$ cat src/rtl/sl_test_pkg.sv
package sl_test_pkg;
    typedef enum logic [2:0] {
        PH_IDLE = 3'd0,
        PH_RX   = 3'd1,
        PH_CAP  = 3'd2,
        PH_TX   = 3'd3,
        PH_DONE = 3'd4
    } phase_e;
endpackage

$ cat src/rtl/sl_seq_ctrl.sv
module sl_seq_ctrl
    import sl_test_pkg::*;
#(
    parameter int TEST_W = 8,
    parameter int RESP_W = 5
) (
    input  logic   clk,
    input  logic   test_rst,
    input  logic   dev_sel,
    input  logic   line_in,
    output phase_e phase,
    output logic   shift_en,
    output logic   apply_en,
    output logic   capture_en,
    output logic   tx_shift,
    output logic   tx_en
);
    localparam int MAXW = (TEST_W > RESP_W) ? TEST_W : RESP_W;
    localparam int CW   = $clog2(MAXW + 1);

    typedef struct packed {
        phase_e          ph;
        logic [CW-1:0]   cnt;
    } ctrl_t;

    ctrl_t ctl_d, ctl_q;

    always_comb begin
        ctl_d      = ctl_q;
        shift_en   = 1'b0;
        apply_en   = 1'b0;
        capture_en = 1'b0;
        tx_shift   = 1'b0;
        if (!dev_sel) begin
            ctl_d.ph  = PH_IDLE;
            ctl_d.cnt = '0;
        end else begin
            unique case (ctl_q.ph)
                PH_IDLE, PH_DONE: begin
                    if (line_in) begin
                        ctl_d.ph  = PH_RX;
                        ctl_d.cnt = '0;
                    end
                end
                PH_RX: begin
                    shift_en = 1'b1;
                    if (ctl_q.cnt == CW'(TEST_W - 1)) begin
                        apply_en  = 1'b1;
                        ctl_d.ph  = PH_CAP;
                        ctl_d.cnt = '0;
                    end else begin
                        ctl_d.cnt = ctl_q.cnt + 1'b1;
                    end
                end
                PH_CAP: begin
                    capture_en = 1'b1;
                    ctl_d.ph   = PH_TX;
                    ctl_d.cnt  = '0;
                end
                PH_TX: begin
                    tx_shift = 1'b1;
                    if (ctl_q.cnt == CW'(RESP_W - 1)) begin
                        ctl_d.ph  = PH_DONE;
                        ctl_d.cnt = '0;
                    end else begin
                        ctl_d.cnt = ctl_q.cnt + 1'b1;
                    end
                end
                default: begin
                    ctl_d.ph  = PH_IDLE;
                    ctl_d.cnt = '0;
                end
            endcase
        end
    end

    always_ff @(posedge clk) begin
        if (test_rst) begin
            ctl_q.ph  <= PH_IDLE;
            ctl_q.cnt <= '0;
        end else begin
            ctl_q <= ctl_d;
        end
    end

    assign phase = ctl_q.ph;
    assign tx_en = dev_sel && (ctl_q.ph == PH_TX);

    assert_cnt_bound_R3: assert property (@(posedge clk) disable iff (test_rst)
        int'(ctl_q.cnt) < MAXW);
endmodule

$ cat src/rtl/sl_sipo.sv
module sl_sipo #(
    parameter int TEST_W = 8
) (
    input  logic              clk,
    input  logic              test_rst,
    input  logic              line_in,
    input  logic              shift_en,
    input  logic              apply_en,
    output logic [TEST_W-1:0] test_pins
);
    typedef struct packed {
        logic [TEST_W-1:0] sh;
        logic [TEST_W-1:0] pins;
    } sipo_t;

    sipo_t s_d, s_q;

    always_comb begin
        s_d = s_q;
        if (shift_en) s_d.sh = {line_in, s_q.sh[TEST_W-1:1]};
        if (apply_en) s_d.pins = {line_in, s_q.sh[TEST_W-1:1]};
    end

    always_ff @(posedge clk) begin
        if (test_rst) s_q <= '0;
        else          s_q <= s_d;
    end

    assign test_pins = s_q.pins;
endmodule

$ cat src/rtl/sl_piso.sv
module sl_piso #(
    parameter int RESP_W = 5
) (
    input  logic              clk,
    input  logic              test_rst,
    input  logic [RESP_W-1:0] resp_pins,
    input  logic              capture_en,
    input  logic              tx_shift,
    output logic              tx_bit
);
    logic [RESP_W-1:0] sh_d, sh_q;

    always_comb begin
        sh_d = sh_q;
        if (capture_en)    sh_d = resp_pins;
        else if (tx_shift) sh_d = {1'b0, sh_q[RESP_W-1:1]};
    end

    always_ff @(posedge clk) begin
        if (test_rst) sh_q <= '0;
        else          sh_q <= sh_d;
    end

    assign tx_bit = sh_q[0];
endmodule

$ cat src/rtl/sl_test_boundary.sv
module sl_test_boundary
    import sl_test_pkg::*;
#(
    parameter int TEST_W = 8,
    parameter int RESP_W = 5
) (
    input  logic              clk,
    input  logic              test_rst,
    input  logic              dev_sel,
    input  logic              line_in,
    output logic              line_out,
    output logic              line_oe,
    output logic [TEST_W-1:0] test_pins,
    input  logic [RESP_W-1:0] resp_pins,
    output logic              resp_done
);
    phase_e phase;
    logic   shift_en, apply_en, capture_en, tx_shift, tx_en, tx_bit;

    sl_seq_ctrl #(.TEST_W(TEST_W), .RESP_W(RESP_W)) u_ctrl (
        .clk(clk), .test_rst(test_rst), .dev_sel(dev_sel), .line_in(line_in),
        .phase(phase), .shift_en(shift_en), .apply_en(apply_en),
        .capture_en(capture_en), .tx_shift(tx_shift), .tx_en(tx_en)
    );

    sl_sipo #(.TEST_W(TEST_W)) u_sipo (
        .clk(clk), .test_rst(test_rst), .line_in(line_in),
        .shift_en(shift_en), .apply_en(apply_en), .test_pins(test_pins)
    );

    sl_piso #(.RESP_W(RESP_W)) u_piso (
        .clk(clk), .test_rst(test_rst), .resp_pins(resp_pins),
        .capture_en(capture_en), .tx_shift(tx_shift), .tx_bit(tx_bit)
    );

    assign line_oe   = tx_en;
    assign line_out  = tx_en ? tx_bit : 1'b0;
    assign resp_done = (phase == PH_DONE);

    assert_oe_needs_sel_R8: assert property (@(posedge clk) disable iff (test_rst)
        line_oe |-> dev_sel);
    assert_done_quiet_R7: assert property (@(posedge clk) disable iff (test_rst)
        resp_done |-> !line_oe);
    assert_pins_hold_R4: assert property (@(posedge clk) disable iff (test_rst)
        (phase != PH_RX) |=> $stable(test_pins));
    assert_start_enters_rx_R2: assert property (@(posedge clk) disable iff (test_rst)
        ((phase == PH_IDLE || phase == PH_DONE) && dev_sel && line_in) |=> (phase == PH_RX));
    assert_reset_clears_R1: assert property (@(posedge clk)
        test_rst |=> (!line_oe && !resp_done && test_pins == '0));
endmodule

$ cat config.mk
export PLATFORM = sky130hd
export DESIGN_NAME = sl_test_boundary
export DESIGN_NICKNAME = d
export VERILOG_FILES = /design/src/rtl/sl_test_pkg.sv /design/src/rtl/sl_seq_ctrl.sv /design/src/rtl/sl_sipo.sv /design/src/rtl/sl_piso.sv /design/src/rtl/sl_test_boundary.sv
export SDC_FILE = /design/constraint.sdc
export NUM_CORES = 1
export LEC_CHECK = 0
export ABC_CLOCK_PERIOD_IN_PS = 2800
export BUFFER_PORTS_ARGS = -buffer_cell sky130_fd_sc_hd__buf_2
export CELL_PAD_IN_SITES_DETAIL_PLACEMENT = 0
export CELL_PAD_IN_SITES_GLOBAL_PLACEMENT = 1
export CORE_MARGIN = 2
export CORE_UTILIZATION = 44
export CTS_CLUSTER_DIAMETER = 30
export DETAILED_ROUTE_END_ITERATION = 16
export GPL_TIMING_DRIVEN = 0
export PLACE_DENSITY_LB_ADDON = 0.1
export SYNTH_ARGS = -nofsm -noshare
export SYNTH_HDL_FRONTEND = slang
export SYNTH_SLANG_ARGS = --single-unit
$ cat constraint.sdc
create_clock -name clk -period 2.8 [get_ports clk]
set_input_delay 0.42 -clock clk [delete_from_list [all_inputs] [get_ports clk]]
set_output_delay 0.42 -clock clk [all_outputs]
set_load 0.02 [all_outputs]
; After elaboration in Yosys (flattened, before gate mapping)
; Index checks and enable logic that the tools add are counted.
[classes]
addsub = 1
eq_ne = 9
muxes = 18
n_bitwise = 1
n_reduce_logical = 6
[op_table]
columns = cell, n
row1 = $pmux W7 S4, 1
row2 = $mux W1, 10
row3 = $mux W5, 2
row4 = $eq A4 B3 Y1 const B, 2
row5 = $mux W4, 2
row6 = $mux W7, 1
row7 = $eq A3 B2 Y1 const B, 2
row8 = $mux W3, 2
row9 = $add A4 B1 Y4 const B, 1
row10 = $ne A2 B1 Y1 const B, 2
row11 = $reduce_or A2 Y1, 2
row12 = $eq A3 B1 Y1 const B, 1
row13 = $eq A3 B3 Y1 const B, 1
row14 = $logic_not A3 Y1, 1
row15 = $reduce_and A3 Y1, 1
row16 = $ne A2 B2 Y1 const B, 1
row17 = $reduce_bool A2 Y1, 1
row18 = $logic_and A1 B1 Y1, 1
row19 = $not A1 Y1, 1
[totals]
register_bits = 28
inputBits = 9
output_inout_bits = 11
word_cells = 40

; Depth between registers and ports, before layout
[depth]
ltp_word = 5
ltp_mapped = 7
depth_no_buf = 6

; Cells and area by module
; Synthesis repeated with hierarchy kept, for this count alone.
[unflattened]
hier_cells = 136
area_unflattened_um2 = 1347.5
[by_module_without_submodules]
columns = mod, instances, cells_each, area_per_inst_um2, seq_area_each_um2
row1 = sl_sipo, 1, 56, 596.8, 300.3
row2 = sl_seq_ctrl, 1, 56, 504.2, 140.1
row3 = sl_piso, 1, 22, 227.7, 100.1
row4 = sl_test_boundary, 1, 2, 18.8, 0.0

; Worst setup path after synthesis
; OpenSTA, ideal clock, no wires.
[synth_timing]
kind = register to register
from = reg u_ctrl.ctl_q (netlist bit u_ctrl.phase[1])
to = reg u_sipo.s_q (netlist bit u_sipo.test_pins[0])
setup_ns = 0.128
arrival_time_ns = 1.333
t_required_ns = 2.672
path_slack_ns = 1.339
stages_incl_launch_ff = 8
n_path_buf = 3
period_less_slack_ns = 1.461
path_cell_list = dfxtp_1 -> buf_4 -> and4bb_2 -> buf_6 -> and2b_1 -> buf_6 -> mux2i_1 -> nor2_1
[synth_between]
elab_chain_len = 3
[synth_lines]
columns = element, line
row1 = from (decl), sl_seq_ctrl.sv:26  ; ctrl_t ctl_d, ctl_q;
row2 = from (signal assigned), sl_seq_ctrl.sv:82  ; ctl_q <= ctl_d;
row3 = $eq A3 B1 Y1, sl_seq_ctrl.sv:38  ; unique case (ctl_q.ph)
row4 = $mux W1, sl_seq_ctrl.sv:38
row5 = $mux W1, sl_seq_ctrl.sv:34  ; if (!dev_sel) begin
row6 = to (signal assigned), sl_sipo.sv:25  ; if (test_rst) s_q <= '0;
row7 = to (signal assigned), sl_sipo.sv:26  ; else s_q <= s_d;
row8 = to (decl), sl_sipo.sv:16  ; sipo_t s_d, s_q;
; No other way between the ends.
; A chain may end at the register's enable or synchronous reset.

; Worst setup path after layout
[layout_timing]
from = reg u_ctrl.ctl_q (netlist bit u_ctrl.phase[2])
to = out line_out
[layout_between]
elab_chain_len = 3
[layout_lines]
columns = element, line
row1 = $eq A3 B2 Y1, sl_seq_ctrl.sv:87  ; assign tx_en = dev_sel && (ctl_q.ph == PH_TX);
row2 = $logic_and A1 B1 Y1, sl_seq_ctrl.sv:87
row3 = $mux W1, sl_test_boundary.sv:37  ; assign line_out = tx_en ? tx_bit : 1'b0;
row4 = to (decl), sl_test_boundary.sv:11  ; output logic line_out,
; No other way between the ends.

==> impl_metrics.csv <==
group,metric,value,unit
synth,synth_fp_nets,143,
sta,slew_headroom,0.623,
place,place_congestion,0.739,
synth,ys_ff_latch,27,
clock_network,root_buffer,"clkbuf_4",
pwr,p_per_area,428,nW/um^2
synth,synthCells,132,
pwr,power_frac_comb,0.058,
sta,min_period,1850,ps
synth,yosysWarnings,0,
clock_network,clk_pin_slew,150,ps
sta,setup_viol,0,
setup_path,cp-end-kind,"output port",
pwr,seq_power_share,0.645,
layout,syn2layout_area_growth,13.2,%
sta,max_freq,541,MHz
run_status,status,"completed",
grt,grt_pass1_wl,3.89,mm
clock_network,cts_hold_repair.buffers,0,
floorplan,fp.dieArea,3260,sq um
floorplan,die_w,57.1,microns
sta,clock_skew,7.27,ps
synth,synthArstFlopShare,0,
setup_path,critical_path_arrival,1430,ps
synth,synth_cell_types,29,
setup_path,cp-start-kind,"register",
synth,synth-edff-count,0,
place,io_buffers,19,
floorplan,io_pins,20,
route,vias,943,
clock_network,cts_made_buffers,3,
pwr,p_total,601,uW
route,wl_met2,992,microns
layout,layout_common_cells,"28 x nor2_1, 27 x dfxtp_1, 21 x buf_2",
route,drt_iter0_markers,5,
floorplan,row_count,19,
sta,slew_viol_final,0,
sta,finalHoldViolCount,0,
grt,grt_max_degree,17,
place,dpl.hpwl,1.57,mm
layout,regArea,541,sq um
sta,min_period_over_period,0.660,
grt,grt_usage,0.145,
place,pre_cts_ws,1180,ps
synth,synth_area,1240,sq um
layout,n_antenna_cell,0,
route,wl_met3,63,microns
route,viasPerCell,5.07,
sta,holdWs,359,ps
route,drt-met1-wl,1.12,mm
layout,multi_input_area,582,sq um
layout,nFillCells,270,
floorplan,initial_core_util,0.458,
floorplan,fp.coreArea,2710,sq um
clock_network,clkSinkCount,27,
route,drc_errors,0,
pwr,peakVddDrop,0.255,mV
pwr,p_switching,146,uW
clock_network,post_cts_buffers,0,
route,final_antenna_net_count,0,
sta,fin_ws,951,ps
sta,setup_tns,0,ps
pwr,intPower,456,uW
route,routed_wl,2.19,mm
pwr,p_clk_frac,0.298,
layout,layout_commonest_cell,"nor2_1",
clock_network,cts_resized,0,
route,highest_layer,"met4",
clock_network,cts_tree,"done",
run,maxCapViolCount,0,
synth,yosysSeqAreaShare,0.435,
hold_path,hold_class,"in2reg",
pwr,swShare,0.242,
floorplan,dieHeight,57.1,microns
synth,syn-mean-instance-area,9.40,sq um
layout,nets,167,
route,post_drt_wl_per_cell,11.8,microns
route,drt_pass1_iterations,4,
sta,rsz0062_at_grt,"false",
grt,antenna_found_initial,0,
setup_path,worst-path-max-fanout,10,
clock_network,clock_path_buffers,2,
synth,ys.flop_type,"dfxtp_1",
clock_network,cts_htree_levels,1,
sta,worst_pin_slew,561,ps
clock_network,clk_latency,330,ps
pwr,p_leak,0.000577,uW
setup_path,crit_required,2380,ps
grt,grt_overflow_total,0,
setup_path,crit_type,"reg2out",
layout,final_util,0.518,
grt,first_global_vias,918,
layout,drive_gt1_frac,0.239,
==> state kept, by name, indices dropped and copies added (netlist names) <==
signal,count
u_sipo.s_q,7
u_piso.sh_q,5
u_ctrl.ctl_q,4
u_ctrl.phase,3
u_sipo.test_pins,8
==> worst paths after layout <==
path | from | to | slack (ps) | cells past startpoint
max | u_ctrl.phase[2]$_SDFFE_PP0P_ | line_out | 950 | 4
max reg2reg | u_ctrl.phase[2]$_SDFFE_PP0P_ | u_sipo.test_pins[4]$_SDFFE_PP0P_ | 1230 | 7
min | resp_pins[4] | u_piso.sh_q[4]$_SDFFE_PP0P_ | 360 | 3
min reg2reg | u_piso.sh_q[4]$_SDFFE_PP0P_ | u_piso.sh_q[4]$_SDFFE_PP0P_ | 500 | 2
==> power by group through the flow <==
stage,Sequential (uW),Combinational (uW),Clock (uW)
finish,388,34.7,179
detailed placement,396,35.1,0
global route,388,39.2,196
global placement,396,34.8,0
floorplan,395,23.1,0
CTS,388,35.2,184
==> routing by layer <==
metal / vias up / track usage
met5: - / 0
met4: 0 / 0.0332
met3: 2 / 0.0227
met2: 13 / 0.248
met1: 432 / 0.195
li1: 496 / -
==> cells in the mapped netlist, types with 2 or more instances <==
| master | instances | share of area |
|---|---|---|
| nand2_1 | 2 | 0.0061 |
| a21oi_1 | 4 | 0.016 |
| nand3b_1 | 4 | 0.024 |
| buf_4 | 9 | 0.054 |
| and2_1 | 2 | 0.010 |
| inv_1 | 3 | 0.0091 |
| nor3b_1 | 3 | 0.018 |
| nor2_1 | 28 | 0.085 |
| clkbuf_1 | 2 | 0.0061 |
| o21ai_0 | 3 | 0.012 |
| buf_2 | 2 | 0.0081 |
| mux2i_1 | 20 | 0.16 |
| buf_6 | 2 | 0.018 |
| nor3_1 | 2 | 0.0081 |
| ha_1 | 2 | 0.020 |
| dfxtp_1 | 27 | 0.44 |
| a211oi_1 | 5 | 0.030 |
==> critical path, cell delays in order (launching register included) <==
cell	delay [ps]
dfxtp_1	330
buf_2	160
and3b_1	300
and3_1	170
buf_2	160
==> kinds of logic (layout without fill, tap and decap cells) <==
group | after synthesis | after routing | share of synthesized area
muxes | 20 | 20 | 0.161
and+or+nand+nor | 49 | 49 | 0.202
AOI/OAI and AO/OA | 16 | 16 | 0.0857
DFF | 27 | 27 | 0.435
buffers and inverters | 18 | 41 | 0.0958
adders and majority gates | 2 | 2 | 0.0202
==> layout make-up <==
type | count | area share
plain buffers | 15 | 0.0766
clock buffers | 3 | 0.0160
clock inverters | 1 | 0.00534
inverters | 3 | 0.00801
multi-input cells | 87 | 0.414
flip-flops and latches | 27 | 0.385
well taps | 31 | 0.0276
repair buffers | 19 | 0.0677
==> per-stage QoR <==
step                instances  area (sq um)
finish                    186          1410
global placement          182          1380
CTS                       186          1410
global route              186          1410
detailed placement        182          1380
floorplan                 132          1240
No activity file was read; power rests on OpenSTA's default activity.
